$ cat src/rtl/rcl_pkg.sv
package rcl_pkg;
  typedef enum logic [2:0] {
    SEL_SOFT_POR  = 3'd0,
    SEL_SOFT_XIR  = 3'd1,
    SEL_WDOG_ACT  = 3'd2,
    SEL_QUIESCE   = 3'd3,
    SEL_SYNTH_CTL = 3'd4
  } reg_sel_e;

  localparam int WR_W = 8;
endpackage

$ cat src/rtl/rcl_rst_sync.sv
module rcl_rst_sync (
  input  logic clk,
  input  logic rst_n_in,
  output logic rst_n_out
);
  logic [1:0] stage_q;
  logic [1:0] stage_d;

  always_comb stage_d = {stage_q[0], 1'b1};

  always_ff @(posedge clk or negedge rst_n_in) begin
    if (!rst_n_in) stage_q <= 2'b00;
    else           stage_q <= stage_d;
  end

  assign rst_n_out = stage_q[1];
endmodule

$ cat src/rtl/rcl_pulse_chan.sv
module rcl_pulse_chan #(
  parameter int WIDTH = 16
) (
  input  logic clk,
  input  logic rst_n,
  input  logic trig,
  output logic active
);
  localparam int CW = $clog2(WIDTH + 1);
  localparam logic [CW-1:0] LOAD = CW'(WIDTH - 1);

  logic          act_q, act_d;
  logic [CW-1:0] cnt_q, cnt_d;
  logic          cnt_en;

  // a new request restarts the window
  always_comb begin
    act_d  = act_q;
    cnt_d  = cnt_q;
    cnt_en = 1'b0;
    if (trig) begin
      act_d  = 1'b1;
      cnt_d  = LOAD;
      cnt_en = 1'b1;
    end else if (act_q) begin
      cnt_en = 1'b1;
      if (cnt_q == '0) act_d = 1'b0;
      else             cnt_d = cnt_q - 1'b1;
    end
  end

  always_ff @(posedge clk or negedge rst_n) begin
    if (!rst_n) begin
      act_q <= 1'b0;
      cnt_q <= '0;
    end else if (cnt_en) begin
      act_q <= act_d;
      cnt_q <= cnt_d;
    end
  end

  assign active = act_q;
endmodule

$ cat src/rtl/rcl_cfg.sv
module rcl_cfg #(
  parameter int NMASK = 4
) (
  input  logic             clk,
  input  logic             rst_n,
  input  logic             wdog_we,
  input  logic             quiesce_we,
  input  logic             synth_we,
  input  logic [7:0]       wr_data,
  output logic             wdog_en,
  output logic [NMASK-1:0] fatal_mask,
  output logic             synth_en
);
  logic             wdog_q, wdog_d;
  logic [NMASK-1:0] mask_q, mask_d;
  logic             synth_q, synth_d;

  always_comb begin
    wdog_d  = wdog_we    ? wr_data[0]           : wdog_q;
    mask_d  = quiesce_we ? wr_data[4 +: NMASK]  : mask_q;
    synth_d = synth_we   ? wr_data[7]           : synth_q;
  end

  always_ff @(posedge clk or negedge rst_n) begin
    if (!rst_n) begin
      wdog_q  <= 1'b0;
      mask_q  <= '0;
      synth_q <= 1'b0;
    end else begin
      if (wdog_we)    wdog_q  <= wdog_d;
      if (quiesce_we) mask_q  <= mask_d;
      if (synth_we)   synth_q <= synth_d;
    end
  end

  assign wdog_en    = wdog_q;
  assign fatal_mask = mask_q;
  assign synth_en   = synth_q;
endmodule

$ cat src/rtl/rcl_cause_log.sv
module rcl_cause_log #(
  parameter int POR_W   = 18,
  parameter int XIR_W   = 8,
  parameter int PWR_BIT = 7
) (
  input  logic             clk,
  input  logic             rst_n,
  input  logic [POR_W-1:0] por_evt,
  input  logic [XIR_W-1:0] xir_evt,
  output logic [POR_W-1:0] por_cause,
  output logic [XIR_W-1:0] xir_cause
);
  logic [POR_W-1:0] por_q, por_d;
  logic [XIR_W-1:0] xir_q, xir_d;
  logic             por_ld, xir_ld;

  always_comb begin
    por_ld = |por_evt;
    xir_ld = |xir_evt;
    // power-up stands alone in the log
    if (por_evt[PWR_BIT]) por_d = POR_W'(1) << PWR_BIT;
    else                  por_d = por_evt;
    xir_d = xir_evt;
  end

  always_ff @(posedge clk or negedge rst_n) begin
    if (!rst_n) begin
      por_q <= '0;
      xir_q <= '0;
    end else begin
      if (por_ld) por_q <= por_d;
      if (xir_ld) xir_q <= xir_d;
    end
  end

  assign por_cause = por_q;
  assign xir_cause = xir_q;
endmodule

$ cat src/rtl/reset_cause_logger.sv
module reset_cause_logger #(
  parameter int NCPU    = 4,
  parameter int NFATAL  = 7,
  parameter int NMASK   = 4,
  parameter int PULSE_W = 16,
  localparam int POR_W  = NCPU + 4 + NFATAL + 3,
  localparam int XIR_W  = NCPU + 4
) (
  input  logic              clk,
  input  logic              rst_n,
  input  logic              wr_en,
  input  logic [2:0]        wr_sel,
  input  logic [7:0]        wr_data,
  input  logic              wdog_expire_i,
  input  logic              rst_button_i,
  input  logic              xir_button_i,
  input  logic              dbg_por_req_i,
  input  logic              dbg_xir_req_i,
  input  logic [NFATAL-1:0] fatal_i,
  input  logic              power_up_i,
  input  logic              remote_rst_i,
  input  logic              synth_load_i,
  output logic [NCPU-1:0]   cpu_por_o,
  output logic [NCPU-1:0]   cpu_xir_o,
  output logic              sys_rst_o,
  output logic [POR_W-1:0]  por_cause_o,
  output logic [XIR_W-1:0]  xir_cause_o
);
  import rcl_pkg::*;

  localparam int B_SYS = NCPU;
  localparam int B_DBG = NCPU + 1;
  localparam int B_BTN = NCPU + 2;
  localparam int B_PWR = NCPU + 3;
  localparam int B_FE0 = NCPU + 4;
  localparam int B_SYN = B_FE0 + NFATAL;
  localparam int B_WDG = B_SYN + 1;
  localparam int B_RMT = B_SYN + 2;
  localparam int X_DBG = NCPU;
  localparam int X_BTN = NCPU + 1;

  logic              rst_n_s;
  logic              spor_we, sxir_we, wdog_we, quiesce_we, synth_we;
  logic              wdog_en, synth_en;
  logic [NMASK-1:0]  fatal_mask;
  logic [NFATAL-1:0] fatal_ok;
  logic [POR_W-1:0]  por_evt;
  logic [XIR_W-1:0]  xir_evt;
  logic              sys_trig;
  logic              xir_all;
  logic              sys_act;
  logic [NCPU-1:0]   por_act;
  logic [NCPU-1:0]   xir_act;

  rcl_rst_sync u_sync (
    .clk       (clk),
    .rst_n_in  (rst_n),
    .rst_n_out (rst_n_s)
  );

  always_comb begin
    spor_we    = wr_en && (wr_sel == SEL_SOFT_POR);
    sxir_we    = wr_en && (wr_sel == SEL_SOFT_XIR);
    wdog_we    = wr_en && (wr_sel == SEL_WDOG_ACT);
    quiesce_we = wr_en && (wr_sel == SEL_QUIESCE);
    synth_we   = wr_en && (wr_sel == SEL_SYNTH_CTL);
  end

  rcl_cfg #(.NMASK(NMASK)) u_cfg (
    .clk        (clk),
    .rst_n      (rst_n_s),
    .wdog_we    (wdog_we),
    .quiesce_we (quiesce_we),
    .synth_we   (synth_we),
    .wr_data    (wr_data),
    .wdog_en    (wdog_en),
    .fatal_mask (fatal_mask),
    .synth_en   (synth_en)
  );

  always_comb begin
    fatal_ok = fatal_i & ~{{(NFATAL-NMASK){1'b0}}, fatal_mask};

    por_evt              = '0;
    por_evt[NCPU-1:0]    = spor_we ? wr_data[NCPU-1:0] : '0;
    por_evt[B_SYS]       = spor_we & wr_data[NCPU];
    por_evt[B_DBG]       = dbg_por_req_i;
    por_evt[B_BTN]       = rst_button_i;
    por_evt[B_PWR]       = power_up_i;
    por_evt[B_FE0 +: NFATAL] = fatal_ok;
    por_evt[B_SYN]       = synth_en & synth_load_i;
    por_evt[B_WDG]       = wdog_en & wdog_expire_i;
    por_evt[B_RMT]       = remote_rst_i;
    sys_trig             = |por_evt[POR_W-1:B_SYS];

    xir_evt              = '0;
    xir_evt[NCPU-1:0]    = sxir_we ? wr_data[NCPU-1:0] : '0;
    xir_evt[X_DBG]       = dbg_xir_req_i;
    xir_evt[X_BTN]       = xir_button_i;
    xir_all              = xir_evt[X_DBG] | xir_evt[X_BTN];
  end

  rcl_pulse_chan #(.WIDTH(PULSE_W)) u_sys_chan (
    .clk    (clk),
    .rst_n  (rst_n_s),
    .trig   (sys_trig),
    .active (sys_act)
  );

  for (genvar i = 0; i < NCPU; i++) begin : g_cpu
    rcl_pulse_chan #(.WIDTH(PULSE_W)) u_por_chan (
      .clk    (clk),
      .rst_n  (rst_n_s),
      .trig   (por_evt[i]),
      .active (por_act[i])
    );
    rcl_pulse_chan #(.WIDTH(PULSE_W)) u_xir_chan (
      .clk    (clk),
      .rst_n  (rst_n_s),
      .trig   (xir_evt[i] | xir_all),
      .active (xir_act[i])
    );
  end

  rcl_cause_log #(.POR_W(POR_W), .XIR_W(XIR_W), .PWR_BIT(B_PWR)) u_log (
    .clk       (clk),
    .rst_n     (rst_n_s),
    .por_evt   (por_evt),
    .xir_evt   (xir_evt),
    .por_cause (por_cause_o),
    .xir_cause (xir_cause_o)
  );

  assign sys_rst_o = sys_act;
  assign cpu_por_o = por_act | {NCPU{sys_act}};
  assign cpu_xir_o = xir_act;
endmodule

$ cat config.mk
export PLATFORM = sky130hd
export DESIGN_NAME = reset_cause_logger
export DESIGN_NICKNAME = d
export VERILOG_FILES = /design/src/rtl/rcl_pkg.sv /design/src/rtl/rcl_rst_sync.sv /design/src/rtl/rcl_pulse_chan.sv /design/src/rtl/rcl_cfg.sv /design/src/rtl/rcl_cause_log.sv /design/src/rtl/reset_cause_logger.sv
export SDC_FILE = /design/constraint.sdc
export NUM_CORES = 1
export LEC_CHECK = 0
export BUFFER_PORTS_ARGS = -buffer_cell sky130_fd_sc_hd__buf_2
export CAP_MARGIN = 0
export CORE_ASPECT_RATIO = 0.6
export CORE_UTILIZATION = 56
export DETAILED_ROUTE_END_ITERATION = 7
export HOLD_SLACK_MARGIN = 0.08
export MAX_ROUTING_LAYER = met4
export PLACE_DENSITY = 0.79
export SLEW_MARGIN = 25
export SYNTH_ARGS = -nofsm -noshare
export SYNTH_HDL_FRONTEND = slang
export SYNTH_SLANG_ARGS = --single-unit
$ cat constraint.sdc
create_clock -name clk -period 3.76 [get_ports clk]
set_clock_uncertainty 0.1 [all_clocks]
set_input_delay 0.188 -clock clk [delete_from_list [all_inputs] [get_ports clk]]
set_output_delay 0.188 -clock clk [all_outputs]
set_load 0.02 [all_outputs]
-- Word level (Yosys, flattened, before mapping)
Index checks and enable logic that the tools add are counted.
- register bits: 86
- input port bits: 29
- output and inout port bits: 35
- logic and storage cells: 168
- add/sub/neg operators: 9
- equality and inequality tests: 13
- mux-type cells: 75
- bitwise logic cells: 11
- reduce and logical (&&, ||, !) cells: 36
- operators by type and width (kind ; count):
    $mux 5 ; 27
    $logic_not 5->1 ; 9
    $mux 1 ; 45
    $sub 5x1->5 const B ; 9
    $reduce_and 3->1 ; 9
    $mux 18 ; 1
    $reduce_bool 2->1 ; 9
    $reduce_or 18->1 ; 1
    $ne 2x1->1 const B ; 8
    $reduce_or 14->1 ; 1
    $mux 4 ; 2
    $and 7x7->7 ; 1
    $not 4->7 ; 1
    $eq 3x2->1 const B ; 2
    $reduce_or 6->1 ; 1
    $logic_and 1x1->1 ; 5
    $or 1x1->1 ; 5
    $or 4x4->4 ; 1
    $and 1x1->1 ; 3
    $eq 3x1->1 const B ; 1
    $eq 3x3->1 const B ; 1
    $logic_not 3->1 ; 1
    $ne 2x2->1 const B ; 1

-- Logic depth before layout (Yosys ltp)
Gate-level depths: netlist (run 1).
- word-level depth: 6
- mapped depth: 6
- mapped depth without buffers: 6

-- Modules after synthesis
A second synthesis (run 1) with hierarchy kept.
- cell total of the unflattened synthesis: 404
- area total of the unflattened synthesis: 4302.9 um^2
- modules (own cells, without submodules) (module ; times used ; cells an instance ; area an instance (um^2) ; sequential area each (um^2)):
    rcl_pulse_chan ; 9 ; 28 ; 292.8 ; 150.1
    rcl_cause_log ; 1 ; 101 ; 1138.6 ; 650.6
    reset_cause_logger ; 1 ; 36 ; 257.7 ; 0.0
    rcl_cfg ; 1 ; 12 ; 217.7 ; 150.1
    rcl_rst_sync ; 1 ; 3 ; 53.8 ; 50.0

-- Least setup slack after synthesis (run 1)
No wires, ideal clock.
- path type: register -> register
- start point: reg u_sys_chan.cnt_q[0]
- end point: reg u_sys_chan.cnt_q[0]
- library setup time: 0.141 ns
- arrival time: 1.541 ns
- data required time: 3.519 ns
- path slack: 1.978 ns
- cell stages (with the launch flop): 7
- path buffers: 0
- clock period less this slack: 1.782 ns
- path through: dfrtp_1 -> inv_1 -> ha_1 -> or4b_2 -> nand2_1 -> xnor2_1 -> nand2_1
- word-level cells in the longest chain between the ends: 4
- elaborated cells between the ends (all ways): 7
- those cells by class: add/sub: 1; eq/ne: 1; mux: 3; reduce/logical: 2
- RTL lines (element ; line ; text):
    from (decl) ; rcl_pulse_chan.sv:13 ; logic [CW-1:0] cnt_q, cnt_d;
    from (signal assigned) ; rcl_pulse_chan.sv:38 ; cnt_q <= cnt_d;
    $sub 5x1->5 ; rcl_pulse_chan.sv:28 ; else cnt_d = cnt_q - 1'b1;
    $mux 5 ; rcl_pulse_chan.sv:27 ; if (cnt_q == '0) act_d = 1'b0;
    $mux 5 ; rcl_pulse_chan.sv:25 ; end else if (act_q) begin
    $mux 5 ; rcl_pulse_chan.sv:21 ; if (trig) begin
Parallel ways exist; a longest one is shown, timed or not. The select of a mux whose other input is x is not followed.
A chain may end at the register's enable or synchronous reset.

-- Worst setup path after layout (run 1)
- start point: in wr_sel[1]
- end point: reg u_log.por_q[17] (netlist: u_log.por_cause[17])
- word-level cells in the longest chain between the ends: 4
- elaborated cells between the ends (all ways): 5
- those cells by class: mux: 1; bitwise: 1; reduce/logical: 3
- RTL lines (element ; line ; text):
    from (decl) ; reset_cause_logger.sv:12 ; input logic [2:0] wr_sel,
    $logic_not 3->1 * ; reset_cause_logger.sv:62 ; spor_we = wr_en && (wr_sel == SEL_SOFT_POR);
    $logic_and 1x1->1 * ; reset_cause_logger.sv:62 ;
    $mux 4 / $and 1x1->1 (equally long branches) ; reset_cause_logger.sv:85, reset_cause_logger.sv:86 ;
    $reduce_or 18->1 * ; rcl_cause_log.sv:18 ; por_ld = |por_evt;
    to (signal assigned) ; rcl_cause_log.sv:31 ; if (por_ld) por_q <= por_d;
    to (decl) ; rcl_cause_log.sv:13 ; logic [POR_W-1:0] por_q, por_d;
Mark *: on every way between the ends. The rest lies on a longest branch, timed or not.

==> run summary, run 1 <==
• pre-CTS WS: 1.62 ns
• die footprint: 7450 sq um
• critical path data arrival time: 2.45 ns
• routed wire length per instance: 15.7 microns
• leakage dissipation: 2.29 nW
• Clock Sink Count: 86
• crit path capture type: register
• number of vias in the routed layout: 2,944
• routed wire length: 8620 microns
• worst setup path category: in2reg
• final count of negative-setup-slack endpoints: 0
• HPWL after DPL: 5450 microns
• portion of the post-synthesis area used by sequential elements: 54.1%
• power density of the placed cells: 573 nW/um^2
• Peak Freq: 0.431 GHz
• number of antenna diodes: 0
• # IOs: 64
• top cells by area, synth: sky130_fd_sc_hd__dfrtp_1, sky130_fd_sc_hd__nand2_1, sky130_fd_sc_hd__ha_1, sky130_fd_sc_hd__xor2_1, sky130_fd_sc_hd__xnor2_1
• count of buffers inserted at the top-level ports: 61
• synthesized instance count: 364
• FF+latch count, synth: 86
• later-pin clock latency in the skew report: 0.34 ns
• max-slew violation total from the final report: 0
• global-route wire length before repair: 14,100 microns
• synth cell count leaders: sky130_fd_sc_hd__dfrtp_1, sky130_fd_sc_hd__nand2_1, sky130_fd_sc_hd__xor2_1
• post-route insts no fill: 548
• routability cong.: 0.809
• Final Net Count: 503
• Final Critical Period: 2.32 ns
• buffer count from post-CTS setup fixing: 0
• endpoints failing hold: 0
• floorplan core area: 6760 sq um
• async set-reset flop share out of synthesis: 100%
• crit path max fanout: 18
• antenna-violating nets left: 0
• Setup TNS Final: 0 ns
• antenna violations before repair: 0
• cell accounting for the most synthesized area: sky130_fd_sc_hd__dfrtp_1
• clock tree from TritonCTS: done
• number of H-tree branching levels: 3
• drt first pass iters: 4
• fill cell instance count of the final layout: 444
• max-cap violations: 0
• 1st-iter DRT viols: 197
• headroom to the max-slew limit: 34.7%
• Final period util: 61.8%
• overall die height: 67.3 microns
• Max Root-Sink Buffers: 2
• most repeated cell in the gate-level netlist after synthesis: sky130_fd_sc_hd__dfrtp_1
• average footprint of a synthesized cell: 10.9 sq um
• FP Rows: 23
• dominant synthesized flop cell: sky130_fd_sc_hd__dfrtp_1
• CTS clk-pin slew, worst paths: 0.06 ns
• Remaining Overflow, GRT: 0
• Synth Cell Area: 3980 sq um
• Vias/cell: 5.37
• Core Util, Final: 73.2%
• number of enable flip-flop cells after synthesis: 0
• DR DRC count: 0
• total track usage: 25.8%
• via count of the first global-routing pass: 2,825
• Die W: 111 microns
• dpl cells: 505
• Initial Util: 58.8%
• worst hold-check path type: in2reg
• layout cell share with drive strength beyond 1: 21.5%
• largest net degree at the start of global routing: 56
• run status: complete, no violations
• IR drop worst, VDD: 0.000337 V
• setup repair after global routing missed its margin: false
• total CTS buffers: 9
• element type at the critical path start: primary input
• setup ws final: 1.44 ns
• slew at the pin with the worst max-slew slack: 0.977 ns
• growth of design area from synthesis to finish: 24.5%
• area fraction of the dominant cell type after synthesis: 54.1%
• count of unique library cells instantiated by Yosys: 32
• count of yosys warnings during synthesis: 0
• WP data required: 3.89 ns
• root buf cell: sky130_fd_sc_hd__clkbuf_16
placed cells by master (no fill, tap or decap), types with 6 or more instances in the layout:
cell / synthesis / final
sky130_fd_sc_hd__a21oi_1: 9 / 9
sky130_fd_sc_hd__a22o_1: 11 / 11
sky130_fd_sc_hd__and2_1: 6 / 6
sky130_fd_sc_hd__buf_2: 0 / 61
sky130_fd_sc_hd__clkbuf_16: 0 / 9
sky130_fd_sc_hd__dfrtp_1: 86 / 85
sky130_fd_sc_hd__dlygate4sd3_1: 0 / 27
sky130_fd_sc_hd__ha_1: 18 / 18
sky130_fd_sc_hd__inv_1: 20 / 20
sky130_fd_sc_hd__nand2_1: 63 / 63
sky130_fd_sc_hd__nand3_1: 19 / 19
sky130_fd_sc_hd__nand4_1: 11 / 11
sky130_fd_sc_hd__nor2_1: 9 / 9
sky130_fd_sc_hd__nor3_1: 12 / 12
sky130_fd_sc_hd__o211ai_1: 9 / 9
sky130_fd_sc_hd__o2bb2ai_1: 10 / 10
sky130_fd_sc_hd__or4b_2: 9 / 9
sky130_fd_sc_hd__xnor2_1: 14 / 14
sky130_fd_sc_hd__xor2_1: 22 / 22
state kept, by name (all words and copies together), names as in the netlist:
| name | cells |
|---|---|
| u_sync.stage_q | 2 |
| g_cpu.u_por_chan.cnt_q | 20 |
| u_log.por_cause | 18 |
| u_cfg.synth_en | 1 |
| u_sys_chan.cnt_q | 5 |
| g_cpu.u_xir_chan.active | 4 |
| u_cfg.wdog_en | 1 |
| g_cpu.u_xir_chan.cnt_q | 20 |
| g_cpu.u_por_chan.active | 4 |
| u_cfg.fatal_mask | 4 |
| u_sys_chan.active | 1 |
| u_log.xir_cause | 6 |
kinds of logic after synthesis:
logic type / after synthesis / share of synthesized area [%]
other cells: 2 / 0.189
xor+xnor: 36 / 7.93
flops: 86 / 54.1
simple gates: 144 / 18.8
mux: 5 / 1.42
compound gates: 44 / 8.34
buf+inv: 29 / 3.49
fa+ha+maj: 18 / 5.66
final timing paths:
path | slack, ns | end | cells after the start | from
max | 1.44 | u_log.por_cause[17] | 6 | wr_sel[1]
min | 0.1 | u_log.por_cause[16] | 2 | power_up_i
max reg2reg | 1.73 | g_cpu[0].u_xir_chan.cnt_q[0] | 6 | g_cpu[0].u_xir_chan.cnt_q[0]
min reg2reg | 0.29 | u_log.por_cause[17] | 0 | u_sync.stage_q[1]
max in group asynchronous | 2.42 | g_cpu[3].u_xir_chan.active | 1 | u_sync.stage_q[1]
min in group asynchronous | 0.29 | u_log.por_cause[17] | 0 | u_sync.stage_q[1]
timing repair:
item,CTS,global route
hold buffers,27,0
endpoints found under the hold margin,29,0
gates resized for setup,0,0
report_power, final:
part	total [mW]	internal, mW	switching, mW
registers	1.24	1.10	0.147
logic	0.584	0.270	0.314
clock network	1.01	0.652	0.356
total	2.83	2.02	0.817
layout make-up:
class / count / area (sq um) / share of cell area [%]
well taps: 87 / 109 / 2.20
repair buffers: 89 / 583 / 11.8
multi-input cells: 250 / 1690 / 34.1
clock inverters: 5 / 106 / 2.15
inverters: 20 / 75.1 / 1.52
clock buffers: 11 / 233 / 4.70
flip-flops and latches: 86 / 2160 / 43.5
per-layer routing:
metal / vias to the layer above / GRT usage, % / share of wire, % / wire length, microns
met4: 0 / 7.67 / 1.3 / 112
met5: - / - / 0 / 0
met3: 11 / 8.17 / 5.7 / 488
met1: 1424 / 33.8 / 47 / 4090
met2: 88 / 38.9 / 46 / 3930
li1: 1421 / - / - / -
worst max-delay path, cell delays in order:
cell and delay, ns:
sky130_fd_sc_hd__dlygate4sd3_1 0.54, sky130_fd_sc_hd__buf_2 0.16, sky130_fd_sc_hd__nor4b_2 0.86, sky130_fd_sc_hd__and2_1 0.33, sky130_fd_sc_hd__nor4b_4 0.14, sky130_fd_sc_hd__a22o_1 0.23
through the flow:
stage | power, mW | instance area [sq um] | hold WS [ns]
final | 2.83 | 4950 | 0.0967
after global routing | 3.00 | 4950 | 0.100
after CTS | 2.85 | 4950 | 0.0907
after detailed placement | 1.80 | 4340 | -0.124
after global placement | 1.77 | 4340 | -0.126
after floorplan | 1.65 | 3980 | -0.208
Power figures use the tool's default switching activity.
==> inputs of run 2 (changes only) <==
--- a/config.mk
+++ b/config.mk
@@ -8,11 +8,11 @@
 export BUFFER_PORTS_ARGS = -buffer_cell sky130_fd_sc_hd__buf_2
 export CAP_MARGIN = 0
 export CORE_ASPECT_RATIO = 0.6
-export CORE_UTILIZATION = 56
+export CORE_UTILIZATION = 51
 export DETAILED_ROUTE_END_ITERATION = 7
 export HOLD_SLACK_MARGIN = 0.08
 export MAX_ROUTING_LAYER = met4
-export PLACE_DENSITY = 0.79
+export PLACE_DENSITY = 0.76
 export SLEW_MARGIN = 25
 export SYNTH_ARGS = -nofsm -noshare
 export SYNTH_HDL_FRONTEND = slang
==> constraint.sdc (replaced) <==
create_clock -name clk -period 1.9 [get_ports clk]
set_clock_uncertainty 0.1 [all_clocks]
set_input_delay 0.095 -clock clk [delete_from_list [all_inputs] [get_ports clk]]
set_output_delay 0.095 -clock clk [all_outputs]
set_load 0.02 [all_outputs]
==> run summary, run 2 (synthesized netlist as in run 1, its figures left out) <==
• run status: complete, no violations
• root buf cell: sky130_fd_sc_hd__clkbuf_16
• WP data required: 2.08 ns, -1.81 ns
• leakage dissipation: 2.37 nW, +3.6%
• Clock Sink Count: 86, unchanged
• launching point of the worst reg2reg path: g_cpu[0].u_xir_chan.cnt_q[0]
• worst setup path category: in2reg
• reg2reg end: g_cpu[0].u_xir_chan.cnt_q[3]
• # IOs: 64, unchanged
• routed wire length: 9160 microns, +6.2%
• total track usage: 25.6%, -0.25 points
• clock tree from TritonCTS: done
• Initial Util: 53.8%, -5.0 points
• R2R cell count: 6, unchanged
• most used cells in the layout excluding fill and tap cells: sky130_fd_sc_hd__dfrtp_1, sky130_fd_sc_hd__buf_2, sky130_fd_sc_hd__nand2_1
• fill cell instance count of the final layout: 534, +20%
• slew at the pin with the worst max-slew slack: 0.512 ns, -0.466 ns
• headroom to the max-slew limit: 65.9%, +31 points
• FP Rows: 24, +4.3%
• number of H-tree branching levels: 3, unchanged
• Die W: 116 microns, +4.7%
• final count of negative-setup-slack endpoints: 0, unchanged
• max-slew violation total from the final report: 0, unchanged
• crit path max fanout: 10, -8
• via count of the first global-routing pass: 3,174, +12%
• minimum setup slack among reg-to-reg paths: 0.16 ns, -1.57 ns
• 1st-iter DRT viols: 112, -43%
• IR drop worst, VDD: 0.000754 V, +120%
• CTS clk-pin slew, worst paths: 0.06 ns, about the same
• DR DRC count: 0, unchanged
• floorplan core area: 7390 sq um, +9.2%
• layout cell share with drive strength beyond 1: 25.4%, +3.9 points
• dpl cells: 538, +6.5%
• number of vias in the routed layout: 3,048, +3.5%
• count of buffers inserted at the top-level ports: 61, unchanged
• Final Net Count: 519, +3.2%
• Final period util: 98.2%
• drt first pass iters: 4, unchanged
• Max Root-Sink Buffers: 2, unchanged
• pre-CTS WS: 0.0234 ns, -1.59 ns
• max-cap violations: 0, unchanged
• post-route insts no fill: 581, +6.0%
• min-delay src: wr_sel[1]
• total CTS buffers: 9, unchanged
• antenna-violating nets left: 0, unchanged
• die footprint: 8170 sq um, +9.6%
• Core Util, Final: 69.5%, -3.7 points
• Vias/cell: 5.25, -2.3%
• Remaining Overflow, GRT: 0, unchanged
• setup ws final: 0.0350 ns, -1.40 ns
• later-pin clock latency in the skew report: 0.34 ns, about the same
• Setup TNS Final: 0 ns, unchanged
• element type at the critical path start: primary input
• routed wire length per instance: 15.8 microns, +0.19%
• smallest hold slack: 0.112 ns, +0.0154 ns
• global-route wire length before repair: 15,200 microns, +7.6%
• number of antenna diodes: 0, unchanged
• Final Critical Period: 1.86 ns
• setup repair after global routing missed its margin: true
• largest net degree at the start of global routing: 37, -34%
• growth of design area from synthesis to finish: 29.0%
• antenna violations before repair: 0, unchanged
• power density of the placed cells: 1090 nW/um^2, +91%
• HPWL after DPL: 6090 microns, +12%
• overall die height: 70.4 microns, +4.6%
• end point of the most critical hold path: u_cfg.synth_en
• endpoints failing hold: 0, unchanged
• commonest non-fill, non-tap cell in the layout: sky130_fd_sc_hd__dfrtp_1
• worst hold-check path type: in2reg
• crit path capture type: register
• critical path data arrival time: 2.04 ns, -0.41 ns
• routability cong.: 0.862, +6.4%
• Peak Freq: 0.536 GHz
• Worst Hold Depth: 3, +1
==> run 2: final cells by class <==
cell class / instances / area (sq um) / area share [%]
Clock inverter: 4 / 72.6 / 1.41
Clock buffer: 12 / 236 / 4.61
Timing Repair Buffer: 105 / 716 / 13.9
Multi-Input combinational cell: 250 / 1750 / 34.0
Tap cell: 104 / 130 / 2.54
Sequential cell: 86 / 2160 / 42.0
Inverter: 20 / 75.1 / 1.46
==> run 2: timing repair <==
action,4_1_cts,5_1_grt
gates resized for setup,2,15
hold buffers,27,0
buffers inserted,0,0
pin swaps,0,2
endpoints found under the setup margin,2,37
endpoints found under the hold margin,41,0
==> run 2: worst max-delay path, cell delays in order <==
cell and delay (ns):
sky130_fd_sc_hd__dlygate4sd3_1 0.54, sky130_fd_sc_hd__buf_2 0.17, sky130_fd_sc_hd__or4_4 0.56, sky130_fd_sc_hd__nand2_1 0.09, sky130_fd_sc_hd__nor4b_4 0.21, sky130_fd_sc_hd__buf_4 0.23
sky130_fd_sc_hd__a22o_1 0.15
==> run 2: worst max path at each step <==
stage,from,to,cells after the start
floorplan,u_sys_chan.cnt_q[0],u_sys_chan.cnt_q[0],6
finish,wr_data[3],u_log.por_cause[14],7
global placement,g_cpu[1].u_xir_chan.cnt_q[1],g_cpu[1].u_xir_chan.cnt_q[0],6
global route,wr_data[3],u_log.por_cause[6],7
CTS,g_cpu[2].u_por_chan.cnt_q[1],g_cpu[2].u_por_chan.cnt_q[3],6
detailed placement,g_cpu[3].u_por_chan.cnt_q[1],g_cpu[3].u_por_chan.cnt_q[0],6
==> run 2: metrics by stage <==
step	area [sq um]	power (mW)
6_report	5130	5.60
5_1_grt	5130	5.90
4_1_cts	5080	5.60
3_5_place_dp	4500	3.68
3_3_place_gp	4500	3.57
2_1_floorplan	3980	3.26
==> run 2: layer usage <==
| layer | vias up | global-route usage [%] | share of wire [%] |
|---|---|---|---|
| met1 | 1503 | 33.9 | 47 |
| met2 | 69 | 39.0 | 49 |
| met3 | 13 | 5.30 | 3.6 |
| met4 | 0 | 9.54 | 1.2 |
| li1 | 1463 | - | - |
| met5 | - | - | 0 |
==> run 2: power breakdown <==
group / internal (mW) / total, mW / switching [mW]
Sequential: 2.17 / 2.48 / 0.314
Clock: 1.15 / 1.84 / 0.685
Combinational: 0.619 / 1.28 / 0.663
Total: 3.94 / 5.60 / 1.66
==> inputs of run 3 (changes only) <==
--- a/config.mk
+++ b/config.mk
@@ -12,8 +12,9 @@
 export DETAILED_ROUTE_END_ITERATION = 7
 export HOLD_SLACK_MARGIN = 0.08
 export MAX_ROUTING_LAYER = met4
-export PLACE_DENSITY = 0.76
+export PLACE_DENSITY = 0.75
 export SLEW_MARGIN = 25
 export SYNTH_ARGS = -nofsm -noshare
 export SYNTH_HDL_FRONTEND = slang
+export SYNTH_HIERARCHICAL = 1
 export SYNTH_SLANG_ARGS = --single-unit
==> run summary, run 3 <==
• Final Critical Period: 1.81 ns, -0.0500 ns
• headroom to the max-slew limit: 33.4%, -32 points
• die footprint: 8820 sq um, +8.0%
• Final period util: 95.5%, -2.6 points
• met3 wire length: 501 microns, +50%
• antenna violations before repair: 0, unchanged
• count of buffers inserted at the top-level ports: 63, +3.3%
• most repeated cell in the gate-level netlist after synthesis: sky130_fd_sc_hd__dfrtp_1
• IR drop worst, VDD: 0.000508 V, -33%
• area fraction of the dominant cell type after synthesis: 51.2%, -2.9 points
• final count of negative-setup-slack endpoints: 0, unchanged
• Initial Util: 53.7%, -0.094 points
• async set-reset flop share out of synthesis: 100%, unchanged
• endpoints failing hold: 0, unchanged
• crit path capture type: register
• Vias/cell: 5.55, +5.7%
• number of antenna diodes: 0, unchanged
• FF+latch count, synth: 88, +2.3%
• count of yosys warnings during synthesis: 6, +6
• routability cong.: 0.843, -2.2%
• commonest non-fill, non-tap cell in the layout: sky130_fd_sc_hd__dfrtp_1
• WP data required: 2.02 ns, -0.06 ns
• growth of design area from synthesis to finish: 25.3%
• routed wire length per instance: 15.5 microns, -1.5%
• overall die height: 73.2 microns, +3.9%
• cell accounting for the most synthesized area: sky130_fd_sc_hd__dfrtp_1
• Setup TNS Final: 0 ns, unchanged
• buffer count from post-CTS setup fixing: 0, unchanged
• max-cap violations: 0, unchanged
• largest net degree at the start of global routing: 52, +41%
• layout cell share with drive strength beyond 1: 24.6%, -0.76 points
• DR WL met2: 4300 microns, -3.4%
• Remaining Overflow, GRT: 0, unchanged
• synthesized instance count: 404, +11%
• crit path max fanout: 3, -7
• Top Layer Used: met4
• antenna-violating nets left: 0, unchanged
• total track usage: 24.4%, -1.2 points
• Synth Cell Area: 4300 sq um, +8.2%
• average footprint of a synthesized cell: 10.7 sq um, -2.5%
• global-route wire length before repair: 15,800 microns, +3.9%
• Peak Freq: 0.551 GHz, +2.8%
• FP Rows: 25, +4.2%
• synth cell count leaders: sky130_fd_sc_hd__dfrtp_1, sky130_fd_sc_hd__inv_1, sky130_fd_sc_hd__nor2_1
• drt first pass iters: 5, +1
• smallest hold slack: 0.102 ns, -0.0100 ns
• count of unique library cells instantiated by Yosys: 41, +28%
• minimum setup slack among reg-to-reg paths: 0.11 ns, -0.05 ns
• Max Root-Sink Buffers: 2, unchanged
• number of vias in the routed layout: 3,438, +13%
• # IOs: 64, unchanged
• CTS clk-pin slew, worst paths: 0.06 ns, about the same
• HPWL after DPL: 6580 microns, +7.9%
• root buf cell: sky130_fd_sc_hd__clkbuf_16
• leakage dissipation: 2.51 nW, +5.9%
• DR DRC count: 0, unchanged
• Clock Sink Count: 88, +2.3%
• critical path data arrival time: 1.93 ns, -0.11 ns
• run status: complete, no violations
• worst hold-check path type: in2reg
• total CTS buffers: 9, unchanged
• fill cell instance count of the final layout: 581, +8.8%
• 1st-iter DRT viols: 284, +150%
• max-slew violation total from the final report: 0, unchanged
• element type at the critical path start: primary input
• worst setup path category: in2reg
• wire length on met1: 4590 microns, +7.6%
• power density of the placed cells: 991 nW/um^2, -9.2%
• floorplan core area: 8010 sq um, +8.4%
• setup repair after global routing missed its margin: false
• clock tree from TritonCTS: done
• Sequential cell area: 2210 sq um, +2.3%
• later-pin clock latency in the skew report: 0.34 ns, about the same
• routed wire length: 9630 microns, +5.2%
• most used cells in the layout excluding fill and tap cells: sky130_fd_sc_hd__dfrtp_1, sky130_fd_sc_hd__buf_2, sky130_fd_sc_hd__inv_1
• number of H-tree branching levels: 3, unchanged
• Die W: 121 microns, +4.0%
• top cells by area, synth: sky130_fd_sc_hd__dfrtp_1, sky130_fd_sc_hd__mux2i_1, sky130_fd_sc_hd__inv_1, sky130_fd_sc_hd__nor2_1, sky130_fd_sc_hd__or4b_4
• dominant synthesized flop cell: sky130_fd_sc_hd__dfrtp_1
• multi-input logic area: 1930 sq um, +11%
• Final Net Count: 545, +5.0%
• number of enable flip-flop cells after synthesis: 0, unchanged
• portion of the post-synthesis area used by sequential elements: 51.2%, -2.9 points
• via count of the first global-routing pass: 3,283, +3.4%
• slew at the pin with the worst max-slew slack: 0.991 ns, +0.480 ns
==> run 3: cell count changes in the layout (fill, tap and decap cells not counted), sizes merged, moves of 12 or more <==
cell,change
xor2,-22
mux2i,+18
nor2b,+12
nand2,-44
nor2,+29
xnor2,-14
inv,+24
o22ai,+17
==> run 3: worst paths after layout <==
check / startpoint / endpoint / depth (start not counted)
worst max-delay path: remote_rst_i / u_sys_chan/cnt_q[3] / 5
worst min-delay path: wr_sel[2] / u_cfg/wdog_en / 3
worst max register to register: g_cpu[1].u_xir_chan/cnt_q[0] / g_cpu[1].u_xir_chan/cnt_q[3] / 5
worst min register to register: u_sync/stage_q[1] / u_log/por_cause[12] / 1
max in group asynchronous: rst_n / u_sync/stage_q[1] / 3
min in group asynchronous: u_sync/stage_q[1] / u_log/por_cause[12] / 1
==> run 3: per-stage QoR <==
step / area (sq um) / setup WS (ns) / utilization (%) / std cells / power [mW]
2_1_floorplan: 4320 / 0.243 / - / 407 / 3.21
3_3_place_gp: 4850 / 0.0873 / 60.5 / 586 / 3.46
3_5_place_dp: 4850 / 0.00979 / 60.5 / 586 / 3.53
4_1_cts: 5370 / 0.0165 / 67.0 / 623 / 5.36
5_1_grt: 5390 / 0.00534 / 67.3 / 620 / 5.67
6_report: 5390 / 0.0851 / 67.3 / 620 / 5.34
==> run 3: power breakdown <==
group / total [mW] / switching [mW] / internal [mW]
registers: 2.43 / 0.271 / 2.16
logic: 1.12 / 0.567 / 0.551
clock network: 1.79 / 0.708 / 1.08
==> run 3: critical path: stages <==
cell and delay [ns]:
sky130_fd_sc_hd__dlygate4sd3_1 0.61, sky130_fd_sc_hd__or4_4 0.46, sky130_fd_sc_hd__nor3_4 0.20, sky130_fd_sc_hd__nand4b_1 0.17, sky130_fd_sc_hd__or3b_1 0.41
==> run 3: routing by layer <==
| metal | up-vias | GRT usage [%] |
|---|---|---|
| met4 | 0 | 8.50 |
| met3 | 26 | 8.13 |
| met1 | 1687 | 31.8 |
| met5 | - | - |
| li1 | 1632 | - |
| met2 | 93 | 35.8 |
==> run 3: cell families (layout without fill, tap and decap cells) <==
family / after synthesis / after routing / share of synthesized area, %
AND/OR/NAND/NOR: 170 / 170 / 25.2
flip-flops: 88 / 88 / 51.2
AO/OA/AOI/OAI: 62 / 62 / 10.2
buffers and inverters: 49 / 154 / 4.83
multiplexers: 24 / 24 / 5.76
adder cells (fa/ha/maj): 9 / 9 / 2.62
other: 2 / 5 / 0.175
==> run 3: repair_timing <==
| action | in CTS | in global routing |
|---|---|---|
| hold endpoints to repair | 27 | 0 |
| endpoints found under the setup margin | 0 | 10 |
| hold buffers | 21 | 0 |
| resized for setup | 0 | 9 |
==> run 3: layout make-up <==
type / count / share of cell area (%)
multi-input cells: 270 / 35.9
flip-flops and latches: 88 / 40.9
well taps: 108 / 2.51
clock buffers: 11 / 4.69
repair buffers: 94 / 11.9
inverters: 44 / 3.06
clock inverters: 5 / 1.02
